===== src/rtl/boot_alias_pkg.sv =====
package boot_alias_pkg;

  localparam logic [1:0] MODE_FLASH = 2'd0;
  localparam logic [1:0] MODE_SYS   = 2'd1;
  localparam logic [1:0] MODE_SRAM  = 2'd2;

  typedef enum logic [1:0] {
    REG_NONE  = 2'd0,
    REG_FLASH = 2'd1,
    REG_SYS   = 2'd2,
    REG_SRAM  = 2'd3
  } region_e;

  typedef struct packed {
    logic captureStb;
    logic readyNow;
  } ctrl_strobes_t;

  function automatic logic [1:0] pinsToMode(input logic pin1, input logic pin0);
    if (!pin0)      return MODE_FLASH;
    else if (!pin1) return MODE_SYS;
    else            return MODE_SRAM;
  endfunction

endpackage


===== src/rtl/boot_alias_ctrl.sv =====
module boot_alias_ctrl
  import boot_alias_pkg::*;
#(
  parameter int SAMPLE_EDGE = 4
) (
  input  logic          clk,
  input  logic          rstN,
  input  logic          standbyExit,
  output ctrl_strobes_t strobes
);
  localparam int CNT_W = (SAMPLE_EDGE < 2) ? 1 : $clog2(SAMPLE_EDGE);
  localparam logic [CNT_W-1:0] LAST = CNT_W'(SAMPLE_EDGE - 1);

  logic [CNT_W-1:0] edgeCnt;
  logic             readyQ;
  logic             firstSample;

  assign firstSample = !readyQ && (edgeCnt == LAST);

  always_ff @(posedge clk or negedge rstN) begin
    if (!rstN) begin
      edgeCnt <= '0;
      readyQ  <= 1'b0;
    end else if (!readyQ) begin
      if (firstSample) readyQ <= 1'b1;
      else             edgeCnt <= edgeCnt + 1'b1;
    end
  end

  always_comb begin
    strobes.captureStb = firstSample || (readyQ && standbyExit);
    strobes.readyNow   = readyQ;
  end

endmodule


===== src/rtl/boot_alias_dp.sv =====
module boot_alias_dp
  import boot_alias_pkg::*;
#(
  parameter int              ADDR_W      = 32,
  parameter logic [ADDR_W-1:0] WIN_BYTES  = 'h0008_0000,
  parameter logic [ADDR_W-1:0] FLASH_BASE = 'h0800_0000,
  parameter logic [ADDR_W-1:0] FLASH_SIZE = 'h0008_0000,
  parameter logic [ADDR_W-1:0] SYS_BASE   = 'h1FFF_F000,
  parameter logic [ADDR_W-1:0] SYS_SIZE   = 'h0000_0800,
  parameter logic [ADDR_W-1:0] SRAM_BASE  = 'h2000_0000,
  parameter logic [ADDR_W-1:0] SRAM_SIZE  = 'h0001_0000
) (
  input  logic              clk,
  input  logic              rstN,
  input  ctrl_strobes_t     strobes,
  input  logic              bootPin0,
  input  logic              bootPin1,
  input  logic [ADDR_W-1:0] busAddr,
  output logic [1:0]        regionSel,
  output logic [ADDR_W-1:0] physAddr,
  output logic              decErr,
  output logic [1:0]        bootMode
);
  logic [1:0] modeQ;

  always_ff @(posedge clk or negedge rstN) begin
    if (!rstN)                   modeQ <= MODE_FLASH;
    else if (strobes.captureStb) modeQ <= pinsToMode(bootPin1, bootPin0);
  end
  assign bootMode = modeQ;

  function automatic logic inRange(input logic [ADDR_W-1:0] a,
                                   input logic [ADDR_W-1:0] base,
                                   input logic [ADDR_W-1:0] size);
    return (a >= base) && ((a - base) < size);
  endfunction

  logic [ADDR_W-1:0] aliasBase, aliasSize;
  region_e           aliasReg;

  always_comb begin
    unique case (modeQ)
      MODE_SYS:  begin aliasBase = SYS_BASE;   aliasSize = SYS_SIZE;   aliasReg = REG_SYS;   end
      MODE_SRAM: begin aliasBase = SRAM_BASE;  aliasSize = SRAM_SIZE;  aliasReg = REG_SRAM;  end
      default:   begin aliasBase = FLASH_BASE; aliasSize = FLASH_SIZE; aliasReg = REG_FLASH; end
    endcase
  end

  region_e hitReg;
  logic    inWindow;

  always_comb begin
    inWindow = busAddr < WIN_BYTES;
    hitReg   = REG_NONE;
    physAddr = busAddr;
    if (inWindow) begin
      if (strobes.readyNow && (busAddr < aliasSize)) begin
        hitReg   = aliasReg;
        physAddr = aliasBase + busAddr;
      end
    end else if (inRange(busAddr, FLASH_BASE, FLASH_SIZE)) begin
      hitReg = REG_FLASH;
    end else if (inRange(busAddr, SYS_BASE, SYS_SIZE)) begin
      hitReg = REG_SYS;
    end else if (inRange(busAddr, SRAM_BASE, SRAM_SIZE)) begin
      hitReg = REG_SRAM;
    end
    regionSel = hitReg;
    decErr    = (hitReg == REG_NONE);
  end

endmodule


===== src/rtl/boot_alias_map.sv =====
module boot_alias_map
  import boot_alias_pkg::*;
#(
  parameter int              ADDR_W      = 32,
  parameter int              SAMPLE_EDGE = 4,
  parameter logic [ADDR_W-1:0] WIN_BYTES  = 'h0008_0000,
  parameter logic [ADDR_W-1:0] FLASH_BASE = 'h0800_0000,
  parameter logic [ADDR_W-1:0] FLASH_SIZE = 'h0008_0000,
  parameter logic [ADDR_W-1:0] SYS_BASE   = 'h1FFF_F000,
  parameter logic [ADDR_W-1:0] SYS_SIZE   = 'h0000_0800,
  parameter logic [ADDR_W-1:0] SRAM_BASE  = 'h2000_0000,
  parameter logic [ADDR_W-1:0] SRAM_SIZE  = 'h0001_0000
) (
  input  logic              clk,
  input  logic              rstN,
  input  logic              bootPin0,
  input  logic              bootPin1,
  input  logic              standbyExit,
  input  logic [ADDR_W-1:0] busAddr,
  output logic [1:0]        regionSel,
  output logic [ADDR_W-1:0] physAddr,
  output logic              decErr,
  output logic              bootReady,
  output logic [1:0]        bootMode
);
  ctrl_strobes_t strobes;

  boot_alias_ctrl #(.SAMPLE_EDGE(SAMPLE_EDGE)) u_ctrl (
    .clk(clk), .rstN(rstN), .standbyExit(standbyExit), .strobes(strobes)
  );

  boot_alias_dp #(
    .ADDR_W(ADDR_W), .WIN_BYTES(WIN_BYTES),
    .FLASH_BASE(FLASH_BASE), .FLASH_SIZE(FLASH_SIZE),
    .SYS_BASE(SYS_BASE), .SYS_SIZE(SYS_SIZE),
    .SRAM_BASE(SRAM_BASE), .SRAM_SIZE(SRAM_SIZE)
  ) u_dp (
    .clk(clk), .rstN(rstN), .strobes(strobes),
    .bootPin0(bootPin0), .bootPin1(bootPin1), .busAddr(busAddr),
    .regionSel(regionSel), .physAddr(physAddr), .decErr(decErr), .bootMode(bootMode)
  );

  assign bootReady = strobes.readyNow;

endmodule


===== config.mk =====
export PLATFORM = sky130hd
export DESIGN_NAME = boot_alias_map
export DESIGN_NICKNAME = d
export VERILOG_FILES = /design/src/rtl/boot_alias_pkg.sv /design/src/rtl/boot_alias_ctrl.sv /design/src/rtl/boot_alias_dp.sv /design/src/rtl/boot_alias_map.sv
export SDC_FILE = /design/constraint.sdc
export NUM_CORES = 1
export LEC_CHECK = 0
export CORE_ASPECT_RATIO = 0.8
export CORE_MARGIN = 3
export CORE_UTILIZATION = 43
export CTS_BUF_LIST = sky130_fd_sc_hd__clkbuf_16
export CTS_CLUSTER_DIAMETER = 50
export CTS_CLUSTER_SIZE = 24
export DETAILED_ROUTE_END_ITERATION = 10
export GPL_ROUTABILITY_DRIVEN = 0
export PLACE_DENSITY_LB_ADDON = 0.05
export SYNTH_ARGS = -nofsm -noshare
export SYNTH_HDL_FRONTEND = slang
export SYNTH_SLANG_ARGS = --single-unit

===== constraint.sdc =====
create_clock -name clk -period 4.2 [get_ports clk]
set_clock_uncertainty 0.2 [all_clocks]
set_input_delay 0.84 -clock clk [delete_from_list [all_inputs] [get_ports clk]]
set_output_delay 0.84 -clock clk [all_outputs]
set_load 0.05 [all_outputs]

# Word level (Yosys, flattened, before mapping)
# Cells that the tools add are included.
dict set report classes {
  n_mux 14
  n_eq_ne 3
  div 0
  n_reduce_logical 10
  addsub 5
  order_cmp 8
  mul 0
  bitwise 2
  shifts 0
}
# operator count
set ops {}
lappend ops {{$lt 32x20->1 const B} 2}
lappend ops {{$mux 32} 2}
lappend ops {{$pmux 30 s2} 1}
lappend ops {{$pmux 20 s2} 1}
lappend ops {{$add 30x32->32} 1}
lappend ops {{$ge 32x28->1 const B} 1}
lappend ops {{$ge 32x29->1 const B} 1}
lappend ops {{$ge 32x30->1 const B} 1}
lappend ops {{$lt 32x12->1 const B} 1}
lappend ops {{$lt 32x17->1 const B} 1}
lappend ops {{$lt 32x20->1} 1}
lappend ops {{$sub 32x28->32 const B} 1}
lappend ops {{$sub 32x29->32 const B} 1}
lappend ops {{$sub 32x30->32 const B} 1}
lappend ops {{$mux 2} 7}
lappend ops {{$logic_and 1x1->1} 6}
lappend ops {{$eq 2x2->1 const B} 2}
lappend ops {{$pmux 2 s2} 1}
lappend ops {{$add 2x1->2 const B} 1}
lappend ops {{$eq 2x1->1 const B} 1}
lappend ops {{$logic_not 2->1} 1}
lappend ops {{$mux 1} 2}
lappend ops {{$not 1->1} 2}
lappend ops {{$reduce_and 2->1} 1}
lappend ops {{2 further kinds} 2}
dict set report word_totals {
  mem_bits_ro 0
  latchBits 0
  out_inout_bits 38
  mem_bits_rw 0
  n_memories 0
  ff_bits 5
}

# Logic depth before layout (Yosys ltp)
dict set report logic_depth {
  word_depth 8
  depth_mapped 12
}

# Modules after synthesis
# From an unflattened synthesis, not the netlist that was laid out.
dict set report unflattened {
  hier_cells 247
  area_unflattened_um2 1793.0
}
# module instances area_per_inst_um2 seq_area_each_um2 cells_per_inst
set modules_own_cells {}
lappend modules_own_cells {boot_alias_dp 1 1652.8 50.0 237}
lappend modules_own_cells {boot_alias_ctrl 1 140.1 75.1 10}

# Worst setup path before layout
# OpenSTA, ideal clock, no wires.
dict set report synth_path {
  path_type {register to output}
  start {reg u_dp.modeQ[0], in the netlist u_dp.bootMode[0]}
  end {out physAddr[26]}
  n_path_buf 0
  t_arrival_ns 3.802
  path_slack_ns -0.642
  path_stages_with_launch 11
  path_cell_list {dfrtp_1 > ha_1 > ha_1 > inv_1 > fa_1 > nor2b_1 > o31a_1 > o21ai_0 > a31oi_1 > nor3_1 > o31ai_1}
}
dict set report synth_via {
  elab_chain_len 6
}
# item line
set synth_rtl {}
lappend synth_rtl {{start, declared} boot_alias_dp.sv:24} ;# logic [1:0] modeQ;
lappend synth_rtl {{start signal, assigned} boot_alias_dp.sv:28} ;# else if (strobes.captureStb) modeQ <= pinsToMode(bootPin1, bootPin0);
lappend synth_rtl {{$eq 2x2->1 / $eq 2x1->1 (equally long branches)} boot_alias_dp.sv:42} ;# unique case (modeQ)
lappend synth_rtl {{$pmux 20 s2} boot_alias_dp.sv:42}
lappend synth_rtl {{$lt 32x20->1} boot_alias_dp.sv:57} ;# if (strobes.readyNow && (busAddr < aliasSize)) begin
lappend synth_rtl {{$logic_and 1x1->1} boot_alias_dp.sv:57}
lappend synth_rtl {{$mux 32 (*)} boot_alias_dp.sv:57}
lappend synth_rtl {{$mux 32 (*)} boot_alias_dp.sv:56} ;# if (inWindow) begin
lappend synth_rtl {{end, declared} boot_alias_map.sv:21} ;# output logic [ADDR_W-1:0] physAddr,
# Mark *: on every way between the ends. The rest lies on a longest branch, timed or not.

# Worst setup path after layout
dict set report layout_path {
  start {in busAddr[17]}
  end {out physAddr[27]}
}
dict set report layout_via {
  elab_chain_len 4
}
# item line
set layout_rtl {}
lappend layout_rtl {{start, declared} boot_alias_map.sv:19} ;# input logic [ADDR_W-1:0] busAddr,
lappend layout_rtl {{$lt 32x20->1} boot_alias_dp.sv:57}
lappend layout_rtl {{$logic_and 1x1->1} boot_alias_dp.sv:57}
lappend layout_rtl {{$mux 32} boot_alias_dp.sv:57}
lappend layout_rtl {{$mux 32 (*)} boot_alias_dp.sv:56}
# Marked as above.

==> impl_table.tex <==
\begin{tabular}{lr}
\hline
Metric & Value \\
\hline
\multicolumn{2}{l}{\textbf{STA}} \\
\quad Final Hold Fails & 0 \\
\quad Actual slew at the worst max-slew pin & 521.1 ps \\
\quad Min cycle time layout & 4149 ps \\
\quad Fin worst setup slack & 51.39 ps \\
\quad Final critical-path share of the clock period & 98.78\% \\
\quad Remaining max-slew budget at the tightest pin & 65.15\% \\
\quad Setup violations, final & 0 \\
\quad Hold Worst Slack & 281.2 ps \\
\quad Achievable frequency & 241.0 MHz \\
\quad Max-slew violations & 0 \\
\multicolumn{2}{l}{\textbf{Setup path}} \\
\quad Max incr delay on CP & 450 ps \\
\quad WP buf/inv & 3 \\
\quad CP cell instances & clkdlybuf4s50\_1, ha\_1, buf\_4, a21oi\_1, o21ai\_2, and3\_1, o31ai\_2, a21oi\_1, o31ai\_4, buf\_12 \\
\quad Worst Setup Start Kind & input port \\
\quad Data required time of the worst path & 3160 ps \\
\quad Most frequent cell on the critical path & a21oi\_1 \\
\quad Max FO, Critical Path & 4 \\
\quad CP delay by family, top & compound AO/OA/AOI/OAI gates \\
\quad Critical path capture point type & output pin \\
\quad Type of the worst setup path & in2out \\
\quad CP max stage cell & clkdlybuf4s50\_1 \\
\quad WP data arrival & 3110 ps \\
\multicolumn{2}{l}{\textbf{Logic synthesis}} \\
\quad Part of the Yosys area used for sequential elements & 7.331\% \\
\quad Synth warn & 0 \\
\quad Share of flip-flops with an asynchronous set or reset after synthesis & 100.0\% \\
\quad Synth Area per Inst & 7.111 um\^{}2 \\
\quad Compound-Gate Fraction of Synth Area & 30.21\% \\
\quad Adder and majority cell fraction of the synthesized area & 20.97\% \\
\quad Mapped Nets & 305 \\
\quad Share of cell area taken by muxes after synthesis & 1.246\% \\
\quad FF+latch count, synth & 5 \\
\quad Parity-gate share of the synthesized area counting xor and xnor cells & 4.619\% \\
\quad Post-Synth Simple-Gate Area & 24.93\% \\
\quad Number of flops mapped to enable cells by yosys & 0 \\
\quad Instance count of the mapped netlist & 240 \\
\quad Synth Cell Area & 0.001707 mm\^{}2 \\
\quad Yosys cell types & 51 \\
\quad Dominant combinational cell family by area after synthesis & compound AO/OA/AOI/OAI gates \\
\quad Dominant register cell in the synthesized netlist & dfrtp\_1 \\
\multicolumn{2}{l}{\textbf{Route}} \\
\quad Avg WL per Cell & 16.40 um \\
\quad Total vias in the final route & 2279 \\
\quad Count of routing violations after the opening detailed-route iteration & 180 \\
\quad Residual DRC & 0 \\
\quad Antenna Nets Post-Route & 0 \\
\quad Post-detailed-route via-to-cell ratio & 5.726 \\
\quad Total Routed Length & 6526 um \\
\quad Number of search-and-repair iterations in the first detailed-routing pass & 4 \\
\multicolumn{2}{l}{\textbf{Place}} \\
\quad Post-Place Worst Slack & -175.9 ps \\
\quad Port Buf Inserts & 52 \\
\quad Half-perimeter wire length after placement & 4721 um \\
\multicolumn{2}{l}{\textbf{Clock tree}} \\
\quad Largest buffer count on any clock path & 2 \\
\quad Clock latency of the later-clocked register in the worst-skew pair & 230 ps \\
\quad Clock tree from TritonCTS & done \\
\quad Clock sink total & 5 \\
\quad Total CTS buffers & 3 \\
\quad CTS Root Buffer Type & clkbuf\_16 \\
\quad H-tree depth & 1 \\
\quad Clk pin slew, worst setup/hold paths & 30 ps \\
\multicolumn{2}{l}{\textbf{Pwr}} \\
\quad Switching fraction of total power & 39.59\% \\
\quad Part of the power in the clock network & 25.8\% \\
\quad Worst IR Drop VDD & 0.4525 mV \\
\quad Combinational power share & 65.4\% \\
\quad Net switching power & 0.0002369 W \\
\quad PD cells & 189.3 mW/mm\^{}2 \\
\quad Internal power & 0.0003616 W \\
\quad Flop pwr share & 8.7\% \\
\quad LEAKAGE & 1.487 nW \\
\multicolumn{2}{l}{\textbf{Floorplan}} \\
\quad Total Die Area & 0.004766 mm\^{}2 \\
\quad Num ports & 75 \\
\quad Floorplan die width & 76.44 um \\
\quad Placeable core region & 0.003613 mm\^{}2 \\
\quad Initial core utilization & 47.23\% \\
\quad Die boundary height & 62.35 um \\
\quad Number of core rows & 19 \\
\multicolumn{2}{l}{\textbf{Job}} \\
\quad Max-cap check violation count & 0 \\
\multicolumn{2}{l}{\textbf{Global routing}} \\
\quad Overall overflow remaining after global route & 0 \\
\quad Global-route wire length before repair & 10340 um \\
\quad Via count of the first global-routing pass & 2241 \\
\quad Maximum number of pins on one net before global-route repair & 11 \\
\quad Gr usage total & 25.87\% \\
\quad Antenna violations before repair & 0 \\
\multicolumn{2}{l}{\textbf{Layout}} \\
\quad FF+latch area & 125.1 um\^{}2 \\
\quad Area of the multi-input gates & 0.001615 mm\^{}2 \\
\quad Post-synthesis to final-layout area growth & 85.26\% \\
\quad Most used cells in the layout excluding fill and tap cells & buf\_4, nand2\_1, inv\_1 \\
\quad Nets@finish & 412 \\
\quad Diodes inserted & 0 \\
\quad Most common cell after layout, fill and taps aside & buf\_4 \\
\quad Ratio of cells with drive above 1 in the final layout & 37.57\% \\
\quad Fill cell total of the finished layout & 187 \\
\multicolumn{2}{l}{\textbf{Min path}} \\
\quad Classification of the worst-slack hold path & reg2reg \\
\multicolumn{2}{l}{\textbf{Outcome}} \\
\quad Outcome & completed \\
\hline
\end{tabular}
kinds of logic after synthesis:
family,after synthesis
buffers and inverters,36
AO/OA/AOI/OAI,79
XOR/XNOR,9
adder cells (fa/ha/maj),28
AND/OR/NAND/NOR,81
flip-flops,5
multiplexers,2
cell type report:
class | instances | share of cell area [%]
repair buffers | 119 | 38.15
clock inverters | 1 | 0.1187
flip-flops and latches | 5 | 3.957
multi-input cells | 199 | 51.09
clock buffers | 3 | 2.374
well taps | 52 | 2.058
inverters | 19 | 2.256
through the flow:
step / area [um^2] / utilization [%] / cells / power [W] / TNS [ps]
after detailed placement: 2850 / 78.88 / 389 / 0.0004031 / -1552
after CTS: 3054 / 84.52 / 395 / 0.0005737 / -13.41
after global placement: 2850 / 78.88 / 389 / 0.0003964 / -2004
final: 3162 / 87.50 / 398 / 0.0005985 / 0
after global routing: 3162 / 87.50 / 398 / 0.0006341 / -127.5
after floorplan: 1728 / - / 240 / 0.0002648 / -607.5
synthesized netlist by cell type, types with 2 or more instances:
cell type  number  area (um^2)
nand3_1         8        40.04
xnor2_1         4        35.03
nand2_1        21        78.83
o21a_1          3        22.52
o31ai_1         5        37.54
a31oi_1         5        31.28
a21oi_1        19        95.09
a211o_1         3        26.28
xor2_1          5        43.79
and4_1          2        17.52
nand4_1         4        25.02
buf_2           2        10.01
buf_4          12        90.09
o211ai_1        3        22.52
nand2b_1        3        18.77
clkbuf_1        3        11.26
nor2_1         12        45.04
and2_1          2        12.51
nor2b_1         4        25.02
a21o_1          9        67.56
and3_1          3        18.77
ha_1           27        337.8
dfrtp_1         5        125.1
nor3_1          9        45.04
o21ai_0        18        90.09
nor4_1          5        31.28
a211oi_1        2        15.01
inv_1          19        71.32
sequential cells by signal (all words and copies together) (netlist names):
signal / cells
u_ctrl.edgeCnt: 2
u_ctrl.readyQ: 1
u_dp.bootMode: 2
routing by layer:
metal / track usage (%) / up-vias / wire length, um
met4: 6.787 / 0 / 131
met3: 4.191 / 22 / 481
met1: 34.38 / 1051 / 2929
met5: 0 / - / 0
li1: - / 1102 / -
met2: 43.42 / 104 / 2984
power groups by stage:
stage	sequential [W]	combinational [W]	clock, W
2_1_floorplan	0.0000573	0.000208	0
3_3_place_gp	0.0000521	0.000344	0
3_5_place_dp	0.0000521	0.000351	0
4_1_cts	0.0000516	0.000367	0.000155
5_1_grt	0.0000523	0.000420	0.000161
6_report	0.0000521	0.000392	0.000155
repair_timing:
item | in CTS | in global routing
pin swaps | 11 | 13
setup endpoints to repair | 17 | 21
hold buffers | 0 | 0
resized for setup | 35 | 28
buffers inserted | 2 | 3
path summary, 6_finish.rpt:
path	end	startpoint	slack (ps)	depth (start not counted)
min in group asynchronous	u_dp.bootMode[0]	rstN	660	1
max in group asynchronous	u_ctrl.readyQ	rstN	2920	1
worst max register to register	u_ctrl.edgeCnt[1]	u_ctrl.edgeCnt[0]	2700	3
worst min register to register	u_ctrl.edgeCnt[0]	u_ctrl.edgeCnt[0]	280	1
worst min-delay path	u_ctrl.edgeCnt[0]	u_ctrl.edgeCnt[0]	280	1
worst max-delay path	physAddr[27]	busAddr[17]	50	10
Note: power is estimated with default switching activity, not from simulation.
